<file path="config.mk">
export PLATFORM = sky130hd
export DESIGN_NAME = rx_release_ctrl
export DESIGN_NICKNAME = d
export VERILOG_FILES = /design/src/rtl/rxrel_pkg.sv /design/src/rtl/rxrel_idle_timer.sv /design/src/rtl/rxrel_decider.sv /design/src/rtl/rxrel_rts_ctrl.sv /design/src/rtl/rx_release_ctrl.sv
export SDC_FILE = /design/constraint.sdc
export NUM_CORES = 1
export LEC_CHECK = 0
export ABC_AREA = 1
export CORE_AREA = 2 2 51 53
export CTS_BUF_LIST = sky130_fd_sc_hd__clkbuf_4 sky130_fd_sc_hd__clkbuf_8 sky130_fd_sc_hd__clkbuf_16
export DETAILED_ROUTE_END_ITERATION = 12
export DIE_AREA = 0 0 53 55
export PLACE_DENSITY = 0.81
export SLEW_MARGIN = 15
export SYNTH_ARGS = -nofsm -noshare
export SYNTH_HDL_FRONTEND = slang
export SYNTH_SLANG_ARGS = --single-unit
</file>
<file path="constraint.sdc">
create_clock -name clk_i -period 1.8 [get_ports clk_i]
set_input_delay 0.36 -clock clk_i [delete_from_list [all_inputs] [get_ports clk_i]]
set_output_delay 0.36 -clock clk_i [all_outputs]
set_load 0.02 [all_outputs]
</file>
<file path="src/rtl/rxrel_pkg.sv">
package rxrel_pkg;
  typedef enum logic [1:0] {
    REL_NAK  = 2'd0,
    REL_FULL = 2'd1,
    REL_PART = 2'd2
  } rel_kind_e;
endpackage

</file>
<file path="src/rtl/rxrel_idle_timer.sv">
module rxrel_idle_timer #(
  parameter int IDLE_CHARS = 3
) (
  input  logic clk_i,
  input  logic rst_ni,
  input  logic byte_wr_i,
  input  logic char_tick_i,
  output logic expired_o
);
  localparam int LIMIT  = IDLE_CHARS + 1;
  localparam int IDLE_W = $clog2(LIMIT + 1);
  localparam logic [IDLE_W-1:0] LIMIT_V = IDLE_W'(LIMIT);

  logic [IDLE_W-1:0] cnt_q;

  always_ff @(posedge clk_i) begin
    if (!rst_ni) begin
      cnt_q <= '0;
    end else if (byte_wr_i) begin
      cnt_q <= '0;
    end else if (char_tick_i && (cnt_q != LIMIT_V)) begin
      cnt_q <= cnt_q + 1'b1;
    end
  end

  assign expired_o = (cnt_q == LIMIT_V);

  AST_IDLE_RESTART: assert property (@(posedge clk_i) disable iff (!rst_ni)
    byte_wr_i |=> !expired_o);
  AST_IDLE_HOLD: assert property (@(posedge clk_i) disable iff (!rst_ni)
    (expired_o && !byte_wr_i) |=> expired_o);
endmodule

</file>
<file path="src/rtl/rxrel_decider.sv">
module rxrel_decider
  import rxrel_pkg::*;
#(
  parameter int CNT_W  = 11,
  parameter int FS_PKT = 64,
  parameter int HS_PKT = 512
) (
  input  logic             clk_i,
  input  logic             rst_ni,
  input  logic             req_i,
  input  logic [CNT_W-1:0] count_i,
  input  logic             hs_i,
  input  logic             low_lat_i,
  input  logic             expired_i,
  output logic             rsp_valid_o,
  output logic             rsp_ack_o,
  output logic [CNT_W-1:0] rsp_len_o
);
  localparam logic [CNT_W-1:0] FS_V = CNT_W'(FS_PKT);
  localparam logic [CNT_W-1:0] HS_V = CNT_W'(HS_PKT);

  logic [CNT_W-1:0] pkt_sz;
  rel_kind_e        kind;

  always_comb begin
    pkt_sz = hs_i ? HS_V : FS_V;
    if (count_i == '0)                kind = REL_NAK;
    else if (count_i >= pkt_sz)       kind = REL_FULL;
    else if (low_lat_i || expired_i)  kind = REL_PART;
    else                              kind = REL_NAK;
  end

  always_ff @(posedge clk_i) begin
    if (!rst_ni) begin
      rsp_valid_o <= 1'b0;
      rsp_ack_o   <= 1'b0;
      rsp_len_o   <= '0;
    end else begin
      rsp_valid_o <= req_i;
      if (req_i) begin
        unique case (kind)
          REL_FULL: begin rsp_ack_o <= 1'b1; rsp_len_o <= pkt_sz;  end
          REL_PART: begin rsp_ack_o <= 1'b1; rsp_len_o <= count_i; end
          default:  begin rsp_ack_o <= 1'b0; rsp_len_o <= '0;      end
        endcase
      end else begin
        rsp_ack_o <= 1'b0;
        rsp_len_o <= '0;
      end
    end
  end

  AST_FULL_PACKET: assert property (@(posedge clk_i) disable iff (!rst_ni)
    (req_i && count_i >= pkt_sz) |=> (rsp_ack_o && rsp_len_o == $past(pkt_sz)));
  AST_EMPTY_NAK: assert property (@(posedge clk_i) disable iff (!rst_ni)
    (req_i && count_i == '0) |=> !rsp_ack_o);
  AST_LOWLAT_RELEASE: assert property (@(posedge clk_i) disable iff (!rst_ni)
    (req_i && low_lat_i && count_i != '0) |=> rsp_ack_o);
  AST_NAK_ZERO_LEN: assert property (@(posedge clk_i) disable iff (!rst_ni)
    (rsp_valid_o && !rsp_ack_o) |-> (rsp_len_o == '0));
  AST_LEN_BOUND: assert property (@(posedge clk_i) disable iff (!rst_ni)
    rsp_ack_o |-> (rsp_len_o != '0 && rsp_len_o <= HS_V));
endmodule

</file>
<file path="src/rtl/rxrel_rts_ctrl.sv">
module rxrel_rts_ctrl #(
  parameter int CNT_W = 11
) (
  input  logic             clk_i,
  input  logic             rst_ni,
  input  logic [CNT_W-1:0] count_i,
  input  logic [CNT_W-1:0] thresh_i,
  output logic             rts_n_o
);
  always_ff @(posedge clk_i) begin
    if (!rst_ni) rts_n_o <= 1'b0;
    else         rts_n_o <= (count_i >= thresh_i);
  end

  AST_RTS_STOP: assert property (@(posedge clk_i) disable iff (!rst_ni)
    (count_i >= thresh_i) |=> rts_n_o);
  AST_RTS_GO: assert property (@(posedge clk_i) disable iff (!rst_ni)
    (count_i < thresh_i) |=> !rts_n_o);
endmodule

</file>
<file path="src/rtl/rx_release_ctrl.sv">
module rx_release_ctrl #(
  parameter int FIFO_DEPTH = 1024,
  parameter int FS_PKT     = 64,
  parameter int HS_PKT     = 512,
  parameter int IDLE_CHARS = 3,
  parameter int CNT_W      = $clog2(FIFO_DEPTH + 1)
) (
  input  logic             clk_i,
  input  logic             rst_ni,
  input  logic [CNT_W-1:0] fifo_count_i,
  input  logic             byte_wr_i,
  input  logic             req_i,
  input  logic             hs_i,
  input  logic             low_lat_i,
  input  logic             char_tick_i,
  input  logic [CNT_W-1:0] rts_thresh_i,
  output logic             rsp_valid_o,
  output logic             rsp_ack_o,
  output logic [CNT_W-1:0] rsp_len_o,
  output logic             rts_n_o
);
  logic idle_expired;

  rxrel_idle_timer #(.IDLE_CHARS(IDLE_CHARS)) u_idle (
    .clk_i       (clk_i),
    .rst_ni      (rst_ni),
    .byte_wr_i   (byte_wr_i),
    .char_tick_i (char_tick_i),
    .expired_o   (idle_expired)
  );

  rxrel_decider #(.CNT_W(CNT_W), .FS_PKT(FS_PKT), .HS_PKT(HS_PKT)) u_dec (
    .clk_i       (clk_i),
    .rst_ni      (rst_ni),
    .req_i       (req_i),
    .count_i     (fifo_count_i),
    .hs_i        (hs_i),
    .low_lat_i   (low_lat_i),
    .expired_i   (idle_expired),
    .rsp_valid_o (rsp_valid_o),
    .rsp_ack_o   (rsp_ack_o),
    .rsp_len_o   (rsp_len_o)
  );

  rxrel_rts_ctrl #(.CNT_W(CNT_W)) u_rts (
    .clk_i    (clk_i),
    .rst_ni   (rst_ni),
    .count_i  (fifo_count_i),
    .thresh_i (rts_thresh_i),
    .rts_n_o  (rts_n_o)
  );

  AST_ONE_RESPONSE: assert property (@(posedge clk_i) disable iff (!rst_ni)
    rsp_valid_o |-> $past(req_i));
  AST_ALWAYS_RESPOND: assert property (@(posedge clk_i) disable iff (!rst_ni)
    req_i |=> rsp_valid_o);
endmodule

</file>
==> summary.txt, run 1 <==
GRT
  • Initial antenna violation count: 0
  • Global Route Usage Sum: 18.4%
  • Vias in the first global route: 1015
  • GRT overflow: 0
  • First-pass GRT wire length: 3.84 mm
  • Pin count of the biggest net entering global routing: 10

Timing
  • Minimum clock period: 1.70 ns
  • RSZ-0062 raised after global routing: no
  • Slew Limit Fails: 0
  • Skew final: 0.00156 ns
  • Final Setup Violations: 0
  • Fin. Hold Viols: 0
  • Fmax: 0.587 GHz
  • Final setup margin: 0.0975 ns
  • Final critical-path share of the clock period: 94.6%

Floorplanning
  • Row count: 18
  • Boundary pin count: 43
  • Die Y: 55 µm
  • Core footprint: 0.00236 mm²
  • Chip width: 53 µm
  • Initial core utilization: 42.8%
  • Die Area: 0.00292 mm²

Cells and area
  • Commonest cells after routing, fill and taps aside: clkdlybuf4s50_1 (42), nand2_1 (28), inv_1 (22), nor2_1 (18), dfxtp_1 (17)
  • Number of diodes: 0
  • Final #Nets: 234
  • Layout cell share with drive strength beyond 1: 10.1%
  • Fin util: 65.3%
  • Area growth syn-to-layout: 52.7%
  • Commonest non-fill, non-tap cell in the layout: clkdlybuf4s50_1

Yosys
  • Synth Area in XOR/XNOR: 0.866%
  • Largest family of logic cells by synthesized area: simple AND/OR/NAND/NOR gates
  • Post-Syn Area: 0.00101 mm²
  • Synth unique cells: 22
  • Yosys warning count: 0
  • Mean post-synth cell area: 7.38 µm²
  • Synth Net Count: 181
  • Seq/Total Area, Yosys: 33.7%
  • Adder-cell share of the synthesized area: 18.6%
  • Mapped Cells: 137
  • Compound-Gate Fraction of Synth Area: 10.6%
  • Simple-gate share of the synthesized area: 27.4%
  • Mux contribution to synthesized area: 0%
  • Synthesis-stage register bit count: 17

Drt
  • Drt first pass iters: 4
  • Avg WL per Cell: 10.9 µm
  • Via count: 1035
  • DR vias/cell: 4.73
  • Post-DRT Antenna Nets: 0
  • Final wirelength: 2.38 mm
  • Detailed Route Iter0 Violations: 8
  • DRC: 0

Critical path
  • CP max FO: 3
  • Critical Path Start Type: input port
  • WP data arrival: 1.90 ns
  • Worst path required time: 2.00 ns
  • Setup CP Type: input port to register
  • Critical path capture point type: register

CTS
  • CTS root buf: clkbuf_4
  • Clk buf depth: 2
  • CTS tree: built
  • Resized cells post-CTS: 0
  • # clock sinks: 17
  • # H-tree levels: 1
  • Post-CTS Hold Buffers: 0
  • Post-CTS Setup Bufs: 0
  • Clock transition at path regs: 0.09 ns
  • Cts bufs inserted: 3
  • Latest clock arrival within the worst-skew pair: 0.28 ns

Place
  • Gpl congestion: 0.759
  • Dpl hpwl: 2.08 mm
  • Place WS: -0.183 ns
  • Port Buffers: 42

Pwr
  • Worst VDD drop: 0.346 mV
  • PwrDens: 536 mW/mm²
  • Standby leakage power: 0.732 nW

Run status
  • Status: finished clean

Min path
  • Min-delay worst type: register to register

Job
  • Max cap viols: 0
## cell families (layout without fill, tap and decap cells)
kind of cell	after synthesis	in the layout
compound gates	17	17
xor+xnor	1	1
fa+ha+maj	15	15
buf+inv	23	75
flops	17	17
other cells	1	1
simple gates	63	63
## report_power, final
group	internal, mW	switching [mW]
sequential	0.387	0.00376
combinational	0.124	0.109
clock	0.101	0.103
total	0.612	0.216
## cells in the mapped netlist
cell type / count / area share [%]
a21oi_2: 1 / 0.87
nor2_1: 18 / 6.7
nand2_2: 2 / 1.2
dfxtp_1: 17 / 34
or2_2: 1 / 0.62
ha_1: 15 / 19
nor3_2: 1 / 0.99
clkinv_1: 1 / 0.37
a211oi_1: 1 / 0.74
nand2_4: 1 / 1.1
nor2_2: 2 / 1.2
nand2_1: 28 / 10
a21oi_4: 1 / 1.6
and2_1: 1 / 0.62
nand3_1: 9 / 4.5
conb_1: 1 / 0.37
a21oi_1: 11 / 5.4
inv_1: 22 / 8.2
o21a_1: 1 / 0.74
xor2_1: 1 / 0.87
a21o_1: 1 / 0.74
o21ai_0: 1 / 0.49
## registers in the layout (all words and copies together) (netlist names)
signal             count
u_idle.cnt_q           3
u_dec.rsp_ack_o        1
u_dec.rsp_valid_o      1
u_dec.rsp_len_o       11
u_rts.rts_n_o          1
## through the flow
| stage | cell area, µm² | power [mW] | setup TNS, ns | instances | hold slack (ns) |
|---|---|---|---|---|---|
| after floorplan | 1010 | 0.510 | 0 | 137 | 0.456 |
| after global placement | 1510 | 0.622 | -0.285 | 215 | 0.472 |
| after detailed placement | 1510 | 0.633 | -0.865 | 215 | 0.478 |
| after CTS | 1540 | 0.836 | 0 | 219 | 0.494 |
| after global routing | 1540 | 0.876 | 0 | 219 | 0.517 |
| final | 1540 | 0.828 | 0 | 219 | 0.490 |
## critical path: stages
cell and delay, ns:
clkdlybuf4s50_1 0.48, inv_1 0.07, ha_1 0.29, nand3_1 0.09, nor2_2 0.18, nand2_1 0.08, nand2_2 0.09, nand3_1 0.08
a21oi_1 0.17
## layer usage
metal  wire [µm]  track usage, %  vias up
met2        1320            37.7       30
met3         116            1.61        2
li1            -               -      537
met5           0               0        -
met1         923            17.7      466
met4          27            11.1        0
## worst paths after layout
| path | from | to | slack [ns] | cells past startpoint |
|---|---|---|---|---|
| setup / recovery | hs_i | u_dec.rsp_len_o[9] | 0.1 | 9 |
| hold / removal | u_idle.cnt_q[1] | u_idle.cnt_q[1] | 0.49 | 2 |
| setup reg to reg | u_idle.cnt_q[0] | u_dec.rsp_len_o[9] | 0.53 | 6 |
| hold reg to reg | u_idle.cnt_q[1] | u_idle.cnt_q[1] | 0.49 | 2 |
## layout make-up
type,count,area [µm²]
Clock buffer,4,30.0
Fill cell,220,821
Inverter,23,86.3
Multi-Input combinational cell,97,584
Sequential cell,17,340
Tap cell,30,37.5
Timing Repair Buffer,48,465
Power figures use the tool's default switching activity.
==> run 2, diff against run 1 <==
--- a/config.mk
+++ b/config.mk
@@ -6,12 +6,13 @@
 export NUM_CORES = 1
 export LEC_CHECK = 0
 export ABC_AREA = 1
-export CORE_AREA = 2 2 51 53
+export CORE_AREA = 2 2 52 54
 export CTS_BUF_LIST = sky130_fd_sc_hd__clkbuf_4 sky130_fd_sc_hd__clkbuf_8 sky130_fd_sc_hd__clkbuf_16
 export DETAILED_ROUTE_END_ITERATION = 12
-export DIE_AREA = 0 0 53 55
-export PLACE_DENSITY = 0.81
+export DIE_AREA = 0 0 54 56
+export PLACE_DENSITY = 0.82
 export SLEW_MARGIN = 15
 export SYNTH_ARGS = -nofsm -noshare
 export SYNTH_HDL_FRONTEND = slang
+export SYNTH_HIERARCHICAL = 1
 export SYNTH_SLANG_ARGS = --single-unit
==> summary.txt, run 2 <==
Run status
  • Status: finished clean

Place
  • Placed insts: 232
  • Port Buffers: 42
  • Gpl congestion: 0.776
  • Placed Instance Area: 0.00159 mm²
  • Dpl hpwl: 2.19 mm

Yosys
  • Mapped Cells: 155
  • Synth unique cells: 18
  • Seq/Total Area, Yosys: 31.0%
  • Synth Net Count: 199
  • Post-Syn Area: 0.00110 mm²
  • Area fraction of the dominant cell type after synthesis: 31.0%
  • Commonest cells post-synth: nand2_1 (32), inv_1 (27), nor2_1 (27)
  • Synthesis-stage register bit count: 17
  • Post-synth EDFFs: 0
  • Ys async rst share: 0%
  • Top FF cell, synth: dfxtp_1
  • Mean post-synth cell area: 7.09 µm²
  • Top-count cell post-synth: nand2_1
  • Synth area leader: dfxtp_1
  • Yosys warning count: 6
  • Synth top area cells: dfxtp_1 (31%), ha_1 (17%), nand2_1 (11%)

Pwr
  • Flop pwr share: 46.8%
  • PwrDens: 517 mW/mm²
  • Worst VDD drop: 0.506 mV
  • Net Sw Power: 0.223 mW
  • Comb pwr share: 29.7%
  • Standby leakage power: 0.775 nW
  • Sw Ratio: 26.6%
  • Part of the power in the clock network: 23.5%
  • Internal power: 0.616 mW

Critical path
  • Critical Path Start Type: input port
  • CP max-delay cell: clkdlybuf4s50_1
  • Worst path required time: 2.00 ns
  • Reg-to-Reg Start: u_idle/cnt_q[0]
  • Critical path cell sequence: clkdlybuf4s50_1 -> inv_1 -> ha_1 -> and3_1 -> a21oi_4 -> nand3_1 -> a21oi_1
  • CP max FO: 3
  • Setup CP Type: input port to register
  • Critical Path Start: hs_i
  • WP data arrival: 1.89 ns
  • Critical path capture point type: register
  • Largest stage delay on the critical path: 0.48 ns

GRT
  • Vias in the first global route: 1151
  • Global Route Usage Sum: 17.4%
  • Pin count of the biggest net entering global routing: 10
  • First-pass GRT wire length: 4.08 mm
  • Initial antenna violation count: 0
  • GRT overflow: 0

Min path
  • Min-delay src: u_idle/cnt_q[2]
  • Min-delay worst type: register to register

Drt
  • Avg WL per Cell: 10.3 µm
  • Met3 wire len: 147 µm
  • DRC: 0
  • Detailed Route Iter0 Violations: 22
  • DR vias/cell: 4.64
  • Post-DRT Antenna Nets: 0
  • Drt first pass iters: 4
  • Max Used Layer: met3
  • Met1 WL: 946 µm
  • Final wirelength: 2.44 mm
  • Met2 routed WL: 1.34 mm
  • Via count: 1094

CTS
  • Latest clock arrival within the worst-skew pair: 0.27 ns
  • Clock transition at path regs: 0.08 ns
  • CTS tree: built
  • # H-tree levels: 1
  • Post-CTS Hold Buffers: 0
  • Clk buf depth: 2
  • CTS root buf: clkbuf_4
  • Cts bufs inserted: 3
  • Post-CTS Setup Bufs: 0
  • Resized cells post-CTS: 0
  • # clock sinks: 17

Timing
  • Final Setup Violations: 0
  • RSZ-0062 raised after global routing: no
  • Final critical-path share of the clock period: 94.1%
  • Fin. Hold Viols: 0
  • Fmax: 0.591 GHz
  • Slew Limit Fails: 0
  • Skew final: 0.00681 ns
  • Minimum clock period: 1.69 ns
  • Setup TNS: 0 ns

Cells and area
  • Final #Nets: 251
  • Fin util: 66.8%
  • Layout cell share with drive strength beyond 1: 13.1%
  • Top reg by flops: u_dec/rsp_len_o
  • Fin area: 0.00162 mm²
  • Commonest non-fill, non-tap cell in the layout: clkdlybuf4s50_1
  • Post-route insts no fill: 236
  • Commonest cells after routing, fill and taps aside: clkdlybuf4s50_1 (42), nand2_1 (32), inv_1 (27), nor2_1 (27), dfxtp_1 (17)
  • Biggest regs: u_dec/rsp_len_o (11), u_idle/cnt_q (3)
  • Number of diodes: 0
  • Area growth syn-to-layout: 47.8%
  • Max FFs per register: 11

Floorplanning
  • Row count: 18
  • Die Area: 0.00302 mm²
  • Chip width: 54 µm
  • Boundary pin count: 43
  • Die Y: 56 µm
  • Initial core utilization: 45.2%
  • Core footprint: 0.00243 mm²

Job
  • Max cap viols: 0
==> run 2: changes by cell type after synthesis, sizes merged, moves of 3 or more <==
cell / change
nand2: +10
inv: +5
nor2: +12
a21oi: -3
==> run 2: cells by family (layout without fill, tap and decap cells) <==
group / after synthesis / in the layout / share of synthesized area (%)
flip-flops: 17 / 17 / 31.0
other: 1 / 1 / 0.341
adder cells (fa/ha/maj): 15 / 15 / 17.1
buffers and inverters: 28 / 79 / 9.57
AO/OA/AOI/OAI: 11 / 11 / 7.29
AND/OR/NAND/NOR: 83 / 83 / 34.7
==> run 2: power groups by stage <==
| stage | registers [mW] | logic (mW) | clock network [mW] |
|---|---|---|---|
| 6_report | 0.393 | 0.250 | 0.197 |
| 5_1_grt | 0.394 | 0.280 | 0.235 |
| 4_1_cts | 0.393 | 0.252 | 0.201 |
| 3_5_place_dp | 0.402 | 0.251 | 0 |
| 3_3_place_gp | 0.400 | 0.241 | 0 |
| 2_1_floorplan | 0.413 | 0.115 | 0 |
==> run 2: final timing paths <==
path                             end  slack, ns  cells past startpoint
setup reg to reg     u_dec/rsp_ack_o       0.40                      8
hold / removal       u_idle/cnt_q[2]       0.52                      2
hold reg to reg      u_idle/cnt_q[2]       0.52                      2
setup / recovery  u_dec/rsp_len_o[9]       0.11                      7
==> run 2: through the flow <==
stage          power, mW  worst slack [ns]  hold WS (ns)
2_1_floorplan      0.528             0.449         0.472
3_3_place_gp       0.641           -0.0930         0.491
3_5_place_dp       0.653            -0.170         0.508
4_1_cts            0.846             0.106         0.519
5_1_grt            0.908            0.0469         0.562
6_report           0.840             0.107         0.522
==> run 2: area by class of cell <==
| cell class | count | area (µm²) |
|---|---|---|
| clock buffers | 4 | 30.0 |
| fillers | 223 | 808 |
| inverters | 28 | 105 |
| multi-input cells | 110 | 653 |
| flip-flops and latches | 17 | 340 |
| well taps | 30 | 37.5 |
| repair buffers | 47 | 458 |
==> run 2: layer usage <==
layer,GRT usage (%),vias to the layer above
met4,5.00,0
met2,35.0,38
met3,2.69,0
met5,0,-
met1,16.8,482
li1,-,574
==> run 2: worst max-delay path: cells and delay by family <==
family / cells / cell delay (ns)
AO/OA/AOI/OAI: 2 / 0.35
AND/OR/NAND/NOR: 2 / 0.32
buffers and inverters: 2 / 0.55
adder cells (fa/ha/maj): 1 / 0.31
==> run 3, diff against run 2 <==
--- a/config.mk
+++ b/config.mk
@@ -8,8 +8,10 @@
 export ABC_AREA = 1
 export CORE_AREA = 2 2 52 54
 export CTS_BUF_LIST = sky130_fd_sc_hd__clkbuf_4 sky130_fd_sc_hd__clkbuf_8 sky130_fd_sc_hd__clkbuf_16
+export CTS_CLUSTER_SIZE = 30
 export DETAILED_ROUTE_END_ITERATION = 12
 export DIE_AREA = 0 0 54 56
+export GPL_TIMING_DRIVEN = 0
 export PLACE_DENSITY = 0.82
 export SLEW_MARGIN = 15
 export SYNTH_ARGS = -nofsm -noshare
==> constraint.sdc (replaced) <==
create_clock -name clk_i -period 2.2 [get_ports clk_i]
set_input_delay 0.44 -clock clk_i [delete_from_list [all_inputs] [get_ports clk_i]]
set_output_delay 0.44 -clock clk_i [all_outputs]
set_load 0.02 [all_outputs]
==> summary.txt, run 3 (same netlist as run 2, synthesis figures left out) <==
Timing
  • Final Setup Violations: 0
  • Minimum clock period: 1.77 ns
  • Fmax: 0.564 GHz
  • Setup TNS: 0 ns
  • Final setup margin: 0.427 ns
  • Worst hold slack: 0.533 ns
  • Final critical-path share of the clock period: 80.6%
  • Fin. Hold Viols: 0
  • Skew final: 0.00333 ns
  • RSZ-0062 raised after global routing: no
  • Slew Limit Fails: 0

Critical path
  • Reg-to-Reg Start: u_idle/cnt_q[0]
  • WP data arrival: 1.98 ns
  • Critical Path Start: hs_i
  • Critical Path Start Type: input port
  • Critical path capture point type: register
  • CP max FO: 3
  • R2R cell count: 8
  • Reg2reg end: u_dec/rsp_len_o[1]
  • Setup CP Type: input port to register
  • Worst path required time: 2.41 ns
  • R2r setup slk: 0.85 ns

Place
  • Gpl congestion: 0.820
  • Dpl hpwl: 2.17 mm
  • Place WS: 0.146 ns
  • Placed Instance Area: 0.00156 mm²
  • Port Buffers: 42

Cells and area
  • Commonest non-fill, non-tap cell in the layout: clkdlybuf4s50_1
  • Max FFs per register: 11
  • Area growth syn-to-layout: 44.2%
  • Biggest regs: u_dec/rsp_len_o (11), u_idle/cnt_q (3)
  • Final #Nets: 246
  • Layout cell share with drive strength beyond 1: 10.9%
  • Top reg by flops: u_dec/rsp_len_o
  • Number of diodes: 0
  • Fin area: 0.00158 mm²
  • Commonest cells after routing, fill and taps aside: clkdlybuf4s50_1 (42), nand2_1 (32), inv_1 (27), nor2_1 (27), dfxtp_1 (17)

Job
  • Max cap viols: 0

Drt
  • Avg WL per Cell: 10.4 µm
  • DRC: 0
  • Final wirelength: 2.41 mm
  • Via count: 1066
  • DR vias/cell: 4.61
  • Detailed Route Iter0 Violations: 13
  • Drt first pass iters: 4
  • Post-DRT Antenna Nets: 0

Floorplanning
  • Initial core utilization: 45.2%
  • Die Area: 0.00302 mm²
  • Boundary pin count: 43
  • Core footprint: 0.00243 mm²
  • Chip width: 54 µm
  • Die Y: 56 µm
  • Row count: 18

CTS
  • Clock transition at path regs: 0.09 ns
  • Post-CTS Hold Buffers: 0
  • # clock sinks: 17
  • Cts bufs inserted: 3
  • # H-tree levels: 1
  • Latest clock arrival within the worst-skew pair: 0.28 ns
  • Clk buf depth: 2
  • Resized cells post-CTS: 0
  • Post-CTS Setup Bufs: 0
  • CTS root buf: clkbuf_4
  • CTS tree: built

Min path
  • Min-delay worst type: register to register
  • Hold Path Depth: 2
  • Min-delay src: u_idle/cnt_q[2]
  • Hold endpoint: u_idle/cnt_q[2]

Pwr
  • Net Sw Power: 0.188 mW
  • Flop pwr share: 47.8%
  • PwrDens: 424 mW/mm²
  • Worst VDD drop: 0.312 mV
  • Internal power: 0.483 mW
  • Sw Ratio: 28.0%
  • Standby leakage power: 0.751 nW
  • Comb pwr share: 29.4%
  • Part of the power in the clock network: 22.8%

GRT
  • Pin count of the biggest net entering global routing: 11
  • First-pass GRT wire length: 3.88 mm
  • GRT overflow: 0
  • Initial antenna violation count: 0
  • Global Route Usage Sum: 17.0%
  • Vias in the first global route: 1041

Run status
  • Status: finished clean
-- run 3: changes by cell type in the layout (fill, tap and decap cells not counted), sizes merged --
cell | previous run | this run
clkbuf | 4 | 3
buf | 5 | 0
clkinv | 1 | 2
-- run 3: power groups by stage --
stage,Sequential [mW],Clock (mW),Combinational [mW]
2_1_floorplan,0.338,0,0.0941
3_3_place_gp,0.327,0,0.189
3_5_place_dp,0.328,0,0.199
4_1_cts,0.321,0.159,0.199
5_1_grt,0.322,0.177,0.220
6_report,0.321,0.153,0.197
-- run 3: how the worst max path moves through the flow --
stage	depth (start not counted)	slack [ns]	to
2_1_floorplan	6	0.77	u_dec/rsp_ack_o
3_3_place_gp	7	0.20	u_dec/rsp_len_o[6]
3_5_place_dp	7	0.15	u_dec/rsp_len_o[6]
4_1_cts	7	0.43	u_dec/rsp_len_o[6]
5_1_grt	7	0.34	u_dec/rsp_len_o[6]
6_report	7	0.43	u_dec/rsp_len_o[6]
-- run 3: layout make-up --
type / count / area (µm²)
Clock buffer: 3 / 22.5
Clock inverter: 1 / 5.00
Fill cell: 236 / 848
Inverter: 28 / 105
Multi-Input combinational cell: 110 / 653
Sequential cell: 17 / 340
Tap cell: 30 / 37.5
Timing Repair Buffer: 42 / 420
-- run 3: worst max-delay path: stages --
cell	delay [ns]
clkdlybuf4s50_1	0.48
inv_1	0.08
ha_1	0.31
and3_1	0.22
a21oi_4	0.21
nand3_1	0.09
a21oi_1	0.14
-- run 3: per-layer routing --
layer / up-vias / global-route usage [%] / part of all wire [%]
met5: - / 0 / 0
met3: 0 / 1.08 / 5.2
li1: 563 / - / -
met2: 36 / 33.6 / 56
met1: 467 / 16.6 / 39
met4: 0 / 7.50 / 0
-- run 3: through the flow --
step | instances | util (%) | power (mW)
2_1_floorplan | 155 | - | 0.432
3_3_place_gp | 227 | 64.0 | 0.517
3_5_place_dp | 227 | 64.0 | 0.527
4_1_cts | 231 | 65.1 | 0.680
5_1_grt | 231 | 65.1 | 0.719
6_report | 231 | 65.1 | 0.671
